**src/rtl/pps_pkg.sv**
```systemverilog
package pps_pkg;

  localparam int CMD_W = 4;

  typedef enum logic [CMD_W-1:0] {
    CMD_NONE       = 4'd0,
    CMD_ONE_SHOT   = 4'd1,
    CMD_TRAIN      = 4'd2,
    CMD_DROP_START = 4'd3,
    CMD_STOP_AT    = 4'd4,
    CMD_STOP_NOW   = 4'd5,
    CMD_DROP_STOP  = 4'd6
  } pps_cmd_e;

  // target events may drive the output in modes 2 and 3
  function automatic logic mode_drives_output(input logic [1:0] m);
    return m[1];
  endfunction

  // target events raise the interrupt in modes 0 and 2
  function automatic logic mode_raises_irq(input logic [1:0] m);
    return (m == 2'd0) || (m == 2'd2);
  endfunction

endpackage

```
**src/rtl/pps_time_cmp.sv**
```systemverilog
module pps_time_cmp #(
  parameter int SEC_W = 32,
  parameter int NS_W  = 30
) (
  input  logic [SEC_W-1:0] now_sec,
  input  logic [NS_W-1:0]  now_ns,
  input  logic [SEC_W-1:0] due_sec,
  input  logic [NS_W-1:0]  due_ns,
  output logic             reached
);
  localparam int TW = SEC_W + NS_W;

  logic [TW-1:0] now_t;
  logic [TW-1:0] due_t;

  // seconds form the upper part, so one unsigned compare orders both fields
  assign now_t   = {now_sec, now_ns};
  assign due_t   = {due_sec, due_ns};
  assign reached = (now_t >= due_t);
endmodule

```
**src/rtl/pps_cmd_port.sv**
```systemverilog
module pps_cmd_port
  import pps_pkg::*;
(
  input  logic             clk,
  input  logic             rst,
  input  logic             wr,
  input  logic [CMD_W-1:0] wdata,
  output logic [CMD_W-1:0] cmd,
  output logic             err
);
  logic busy;
  assign busy = (cmd != '0);

  always_ff @(posedge clk) begin
    if (rst) begin
      cmd <= '0;
      err <= 1'b0;
    end else begin
      if (busy) begin
        cmd <= '0;            // taken by the scheduler this edge
      end else if (wr) begin
        cmd <= wdata;
      end
      if (wr && busy) begin
        err <= 1'b1;          // write dropped
      end
    end
  end
endmodule

```
**src/rtl/pps_sched.sv**
```systemverilog
module pps_sched
  import pps_pkg::*;
(
  input  logic             clk,
  input  logic             rst,
  input  logic [CMD_W-1:0] cmd,
  input  logic             reached,
  input  logic [1:0]       mode,
  input  logic             busy,
  input  logic             train_on,
  output logic             go_single,
  output logic             go_train,
  output logic             halt,
  output logic             irq,
  output logic             start_armed,
  output logic             stop_armed
);
  logic start_is_train;
  logic start_fire, stop_fire;
  logic out_en, irq_en;
  logic c_single, c_train, c_drop_start, c_stop_at, c_stop_now, c_drop_stop;

  always_comb begin
    c_single     = 1'b0;
    c_train      = 1'b0;
    c_drop_start = 1'b0;
    c_stop_at    = 1'b0;
    c_stop_now   = 1'b0;
    c_drop_stop  = 1'b0;
    case (cmd)
      CMD_ONE_SHOT:   c_single     = 1'b1;
      CMD_TRAIN:      c_train      = 1'b1;
      CMD_DROP_START: c_drop_start = 1'b1;
      CMD_STOP_AT:    c_stop_at    = 1'b1;
      CMD_STOP_NOW:   c_stop_now   = 1'b1;
      CMD_DROP_STOP:  c_drop_stop  = 1'b1;
      default: ;                          // none or reserved
    endcase
  end

  assign out_en     = mode_drives_output(mode);
  assign irq_en     = mode_raises_irq(mode);
  assign start_fire = start_armed & reached;
  assign stop_fire  = stop_armed & reached;

  assign go_single = start_fire & out_en & ~start_is_train;
  assign go_train  = start_fire & out_en & start_is_train;
  assign halt      = (c_stop_now & train_on) | (stop_fire & out_en);

  always_ff @(posedge clk) begin
    if (rst) begin
      start_armed    <= 1'b0;
      start_is_train <= 1'b0;
      stop_armed     <= 1'b0;
      irq            <= 1'b0;
    end else begin
      irq <= (start_fire | stop_fire) & irq_en;

      if (start_fire) begin
        start_armed <= 1'b0;
      end else if ((c_single | c_train) && !busy) begin
        start_armed    <= 1'b1;
        start_is_train <= c_train;
      end else if (c_drop_start && !reached) begin
        start_armed <= 1'b0;
      end

      if (stop_fire || c_stop_now) begin
        stop_armed <= 1'b0;
      end else if (c_stop_at && train_on) begin
        stop_armed <= 1'b1;
      end else if (c_drop_stop && !reached) begin
        stop_armed <= 1'b0;
      end
    end
  end
endmodule

```
**src/rtl/pps_wave.sv**
```systemverilog
module pps_wave #(
  parameter int WID_W = 16
) (
  input  logic             clk,
  input  logic             rst,
  input  logic             go_single,
  input  logic             go_train,
  input  logic             halt,
  input  logic [WID_W-1:0] width,
  output logic             pps,
  output logic             single_on,
  output logic             train_on
);
  localparam logic [WID_W-1:0] ONE = WID_W'(1);

  logic [WID_W-1:0] eff_w;
  logic [WID_W-1:0] cnt;     // cycles spent in the current phase
  logic             phase_done;

  assign eff_w      = (width == '0) ? ONE : width;
  assign phase_done = (cnt >= eff_w);

  always_ff @(posedge clk) begin
    if (rst) begin
      pps       <= 1'b0;
      single_on <= 1'b0;
      train_on  <= 1'b0;
      cnt       <= ONE;
    end else if (halt) begin
      pps      <= 1'b0;
      train_on <= 1'b0;
      cnt      <= ONE;
    end else if (go_single) begin
      pps       <= 1'b1;
      single_on <= 1'b1;
      cnt       <= ONE;
    end else if (go_train) begin
      pps      <= 1'b1;
      train_on <= 1'b1;
      cnt      <= ONE;
    end else if (single_on) begin
      if (phase_done) begin
        pps       <= 1'b0;
        single_on <= 1'b0;
        cnt       <= ONE;
      end else begin
        cnt <= cnt + ONE;
      end
    end else if (train_on) begin
      if (phase_done) begin
        pps <= ~pps;
        cnt <= ONE;
      end else begin
        cnt <= cnt + ONE;
      end
    end
  end
endmodule

```
**src/rtl/pps_cmd_gen.sv**
```systemverilog
module pps_cmd_gen
  import pps_pkg::*;
#(
  parameter int SEC_W = 32,
  parameter int NS_W  = 30,
  parameter int WID_W = 16
) (
  input  logic             clk,
  input  logic             rst,
  input  logic [SEC_W-1:0] sys_sec,
  input  logic [NS_W-1:0]  sys_ns,
  input  logic [SEC_W-1:0] tgt_sec,
  input  logic [NS_W-1:0]  tgt_ns,
  input  logic [WID_W-1:0] pulse_width,
  input  logic [1:0]       tgt_mode,
  input  logic             host_wr,
  input  logic [3:0]       host_wdata,
  output logic [3:0]       host_cmd,
  output logic             host_err,
  output logic             pps_out,
  output logic             tgt_irq
);
  logic reached;
  logic go_single, go_train, halt;
  logic start_armed, stop_armed;
  logic single_on, train_on;

  pps_time_cmp #(.SEC_W(SEC_W), .NS_W(NS_W)) u_cmp (
    .now_sec (sys_sec),
    .now_ns  (sys_ns),
    .due_sec (tgt_sec),
    .due_ns  (tgt_ns),
    .reached (reached)
  );

  pps_cmd_port u_port (
    .clk   (clk),
    .rst   (rst),
    .wr    (host_wr),
    .wdata (host_wdata),
    .cmd   (host_cmd),
    .err   (host_err)
  );

  pps_sched u_sched (
    .clk         (clk),
    .rst         (rst),
    .cmd         (host_cmd),
    .reached     (reached),
    .mode        (tgt_mode),
    .busy        (single_on | train_on),
    .train_on    (train_on),
    .go_single   (go_single),
    .go_train    (go_train),
    .halt        (halt),
    .irq         (tgt_irq),
    .start_armed (start_armed),
    .stop_armed  (stop_armed)
  );

  pps_wave #(.WID_W(WID_W)) u_wave (
    .clk       (clk),
    .rst       (rst),
    .go_single (go_single),
    .go_train  (go_train),
    .halt      (halt),
    .width     (pulse_width),
    .pps       (pps_out),
    .single_on (single_on),
    .train_on  (train_on)
  );
endmodule

```
**config.mk**
```make
export PLATFORM = sky130hd
export DESIGN_NAME = pps_cmd_gen
export DESIGN_NICKNAME = d
export VERILOG_FILES = /design/src/rtl/pps_pkg.sv /design/src/rtl/pps_time_cmp.sv /design/src/rtl/pps_cmd_port.sv /design/src/rtl/pps_sched.sv /design/src/rtl/pps_wave.sv /design/src/rtl/pps_cmd_gen.sv
export SDC_FILE = /design/constraint.sdc
export NUM_CORES = 1
export LEC_CHECK = 0
export BUFFER_PORTS_ARGS = -buffer_cell sky130_fd_sc_hd__buf_2
export CORE_ASPECT_RATIO = 0.7
export CORE_UTILIZATION = 30
export CTS_CLUSTER_DIAMETER = 200
export DETAILED_ROUTE_END_ITERATION = 10
export SETUP_SLACK_MARGIN = 0.2
export SYNTH_ARGS = -nofsm -noshare
export SYNTH_HDL_FRONTEND = slang
export SYNTH_HIERARCHICAL = 1
export SYNTH_SLANG_ARGS = --single-unit
```
**constraint.sdc**
```tcl
create_clock -name clk -period 3.1 [get_ports clk]
set_clock_uncertainty 0.15 [all_clocks]
set_input_delay 0 -clock clk [delete_from_list [all_inputs] [get_ports clk]]
set_output_delay 0 -clock clk [all_outputs]
set_load 0.01 [all_outputs]
```
==> results.txt <==
status: finished clean
synth warn: 6
achievable clock frequency: 387 MHz
Clk Latency, worst-skew pair: 0.26 ns
nets@finish: 833
worst slack, placed: 0.264 ns
count leader, synth: inv_1
cell row count: 32
Final setup viols: 0
maximum VDD drop: 0.000244 V
DP HPWL: 8030 µm
worst setup path class: primary input to flip-flop
Final Util: 42.2%
synth-to-layout area growth: 36.1%
worst reg2reg startpoint: u_wave/cnt[14]$_SDFFE_PP0N_
final hold vios: 0
Iter 0 DRT Violations: 79
die area: 0.0119 mm²
clk sinks: 28
R2R setup slack: 0.86 ns
CTS buffer count: 3
grt total ovfl: 0
CP endpoint: u_sched/start_armed$_SDFFE_PP0P_
Setup crit start kind: primary input
number of global-route vias before repair: 3574
Rel. slew slack: 58.0%
DRC violations left: 0
largest area contributor in the netlist: ha_1
final wirelength: 9230 µm
distinct cell type count after synthesis: 51
dominant synthesized flop cell: dfxtp_1
Worst Path Max Fanout: 4
largest net degree at the start of global routing: 17
Pleak: 2.56 nW
hold_ws: 0.0170 ns
Worst Setup End Kind: flip-flop
core footprint: 0.0111 mm²
Worst Max-Slew Pin Slew: 0.624 ns
Max-cap violations: 0
PortBufs: 155
Final ANT Viol Nets: 0
CP startpoint: tgt_ns[15]
n_diodes: 0
initial cell density of the core: 31.0%
FF-to-FF path depth: 6
RePlAce Congestion: 0.894
vias post-DR: 3582
PwrDens: 247 mW/mm²
Post-synth EDFFs: 0
post-cts sizing count: 0
Tcrit/Tclk final: 83.4%
Critical Path RT: 3.13 ns
Non-Filler Instances: 757
setup_tns: 0 ns
post-CTS setup buffers: 0
io pins: 156
Reg area: 561 µm²
top cells by area, synth: ha_1, dfxtp_1, inv_1, a21oi_1, nor3_2
hold path start: tgt_mode[1]
synth cell count leaders: inv_1, ha_1, a21oi_1
routed vias/inst: 4.73
DR pass1 iterations: 4
first-pass GRT wire length: 15700 µm
fin crit period: 2.59 ns
Seq cells post-synth: 28
worst hold path type: primary input to flip-flop
Syn Inst Count: 429
Yosys top cell area share: 28.8%
CTS tree: done
initial antenna violation count: 0
fillers: 1118
CTS Buffer Depth: 2
placed insts: 737
fraction of layout cells with a size suffix above 1: 32.3%
clock-pin slew on the worst setup and hold paths: 0.07 ns
Post-Syn Area: 0.00343 mm²
setup slack after layout: 0.514 ns
placed cell area: 0.00440 mm²
max-slew violations: 0
Net Count, Synth: 657
die height: 91.4 µm
CTS root buf: clkbuf_16
die width: 130 µm
RSZ-0062 raised after global routing: false
Arr. time, crit path: 2.62 ns
register area share after synthesis: 16.4%
post-route cell area: 0.00466 mm²
H-tree levels: 1
WL/cell: 12.2 µm
GR Util All Layers: 16.0%
CTS Hold Buffers Added: 16
FF-to-FF End: u_wave/cnt[10]$_SDFFE_PP0N_
ys async rst share: 0%
Pwr Total: 1.15 mW
Synth Area per Inst: 7.99 µm²
multi-input logic area: 0.00253 mm²
critical path, cell delays in order:
cell and delay, ns:
buf_2 0.08, inv_1 0.04, ha_1 0.28, a21o_1 0.18
a221o_1 0.31, a22oi_1 0.19, nand2_1 0.09, o41ai_2 0.31
nand3_1 0.21, buf_4 0.20, a2111oi_4 0.39, o21ai_2 0.10
a221oi_2 0.22
cell families (layout without fill, tap and decap cells):
group	after synthesis	count (layout)	synth area share (%)
compound gates	86	86	18.3
xor+xnor	15	15	3.83
fa+ha+maj	79	79	28.8
buf+inv	88	263	9.86
flops	28	28	16.4
mux	5	5	1.46
simple gates	128	128	21.4
area by class of cell:
class	count	share of cell area, %
Inverter	85	6.84
Clock inverter	1	0.644
Tap cell	153	4.11
Sequential cell	28	12.0
Clock buffer	3	1.61
Multi-Input combinational cell	313	54.2
Timing Repair Buffer	174	20.6
cell usage in the layout (no fill, tap or decap), types with 13 or more instances in the layout:
cell type | synthesis | layout
nor2_1 | 21 | 21
nand2_1 | 26 | 26
a21oi_1 | 31 | 31
nand4_1 | 14 | 14
buf_2 | 0 | 155
o21ai_0 | 13 | 13
ha_1 | 79 | 79
nor3_1 | 17 | 17
dlygate4sd3_1 | 0 | 16
dfxtp_1 | 28 | 28
inv_1 | 85 | 85
worst min path at each step:
stage,end,slack [ns],cells past startpoint
after detailed placement,u_sched/irq$_SDFF_PP0_,0.02,2
after floorplan,u_sched/start_armed$_SDFFE_PP0P_,-0.08,1
after global placement,u_sched/irq$_SDFF_PP0_,0.02,2
final,u_wave/pps$_SDFFE_PP0P_,0.02,4
after global routing,u_wave/pps$_SDFFE_PP0P_,0.08,4
after CTS,u_wave/pps$_SDFFE_PP0P_,0.01,4
layer usage:
layer	global-route usage, %	up-vias	share of wire, %
met4	2.33	0	0.83
met1	21.0	1628	48
met5	0	-	0
li1	-	1859	-
met3	1.83	8	4.6
met2	28.3	87	47
registers in the layout (all words and copies together) (netlist names):
signal                  flops
u_port/cmd                  4
u_wave/single_on            1
u_sched/irq                 1
u_sched/stop_armed          1
u_sched/start_armed         1
u_sched/start_is_train      1
u_wave/train_on             1
u_wave/cnt                 16
u_port/err                  1
u_wave/pps                  1
power breakdown:
part / total [mW] / internal (mW) / switching [mW]
Combinational: 0.380 / 0.204 / 0.176
Sequential: 0.386 / 0.369 / 0.0169
Clock: 0.384 / 0.257 / 0.127
Total: 1.15 / 0.830 / 0.321
No activity file was read; power rests on OpenSTA's default activity.
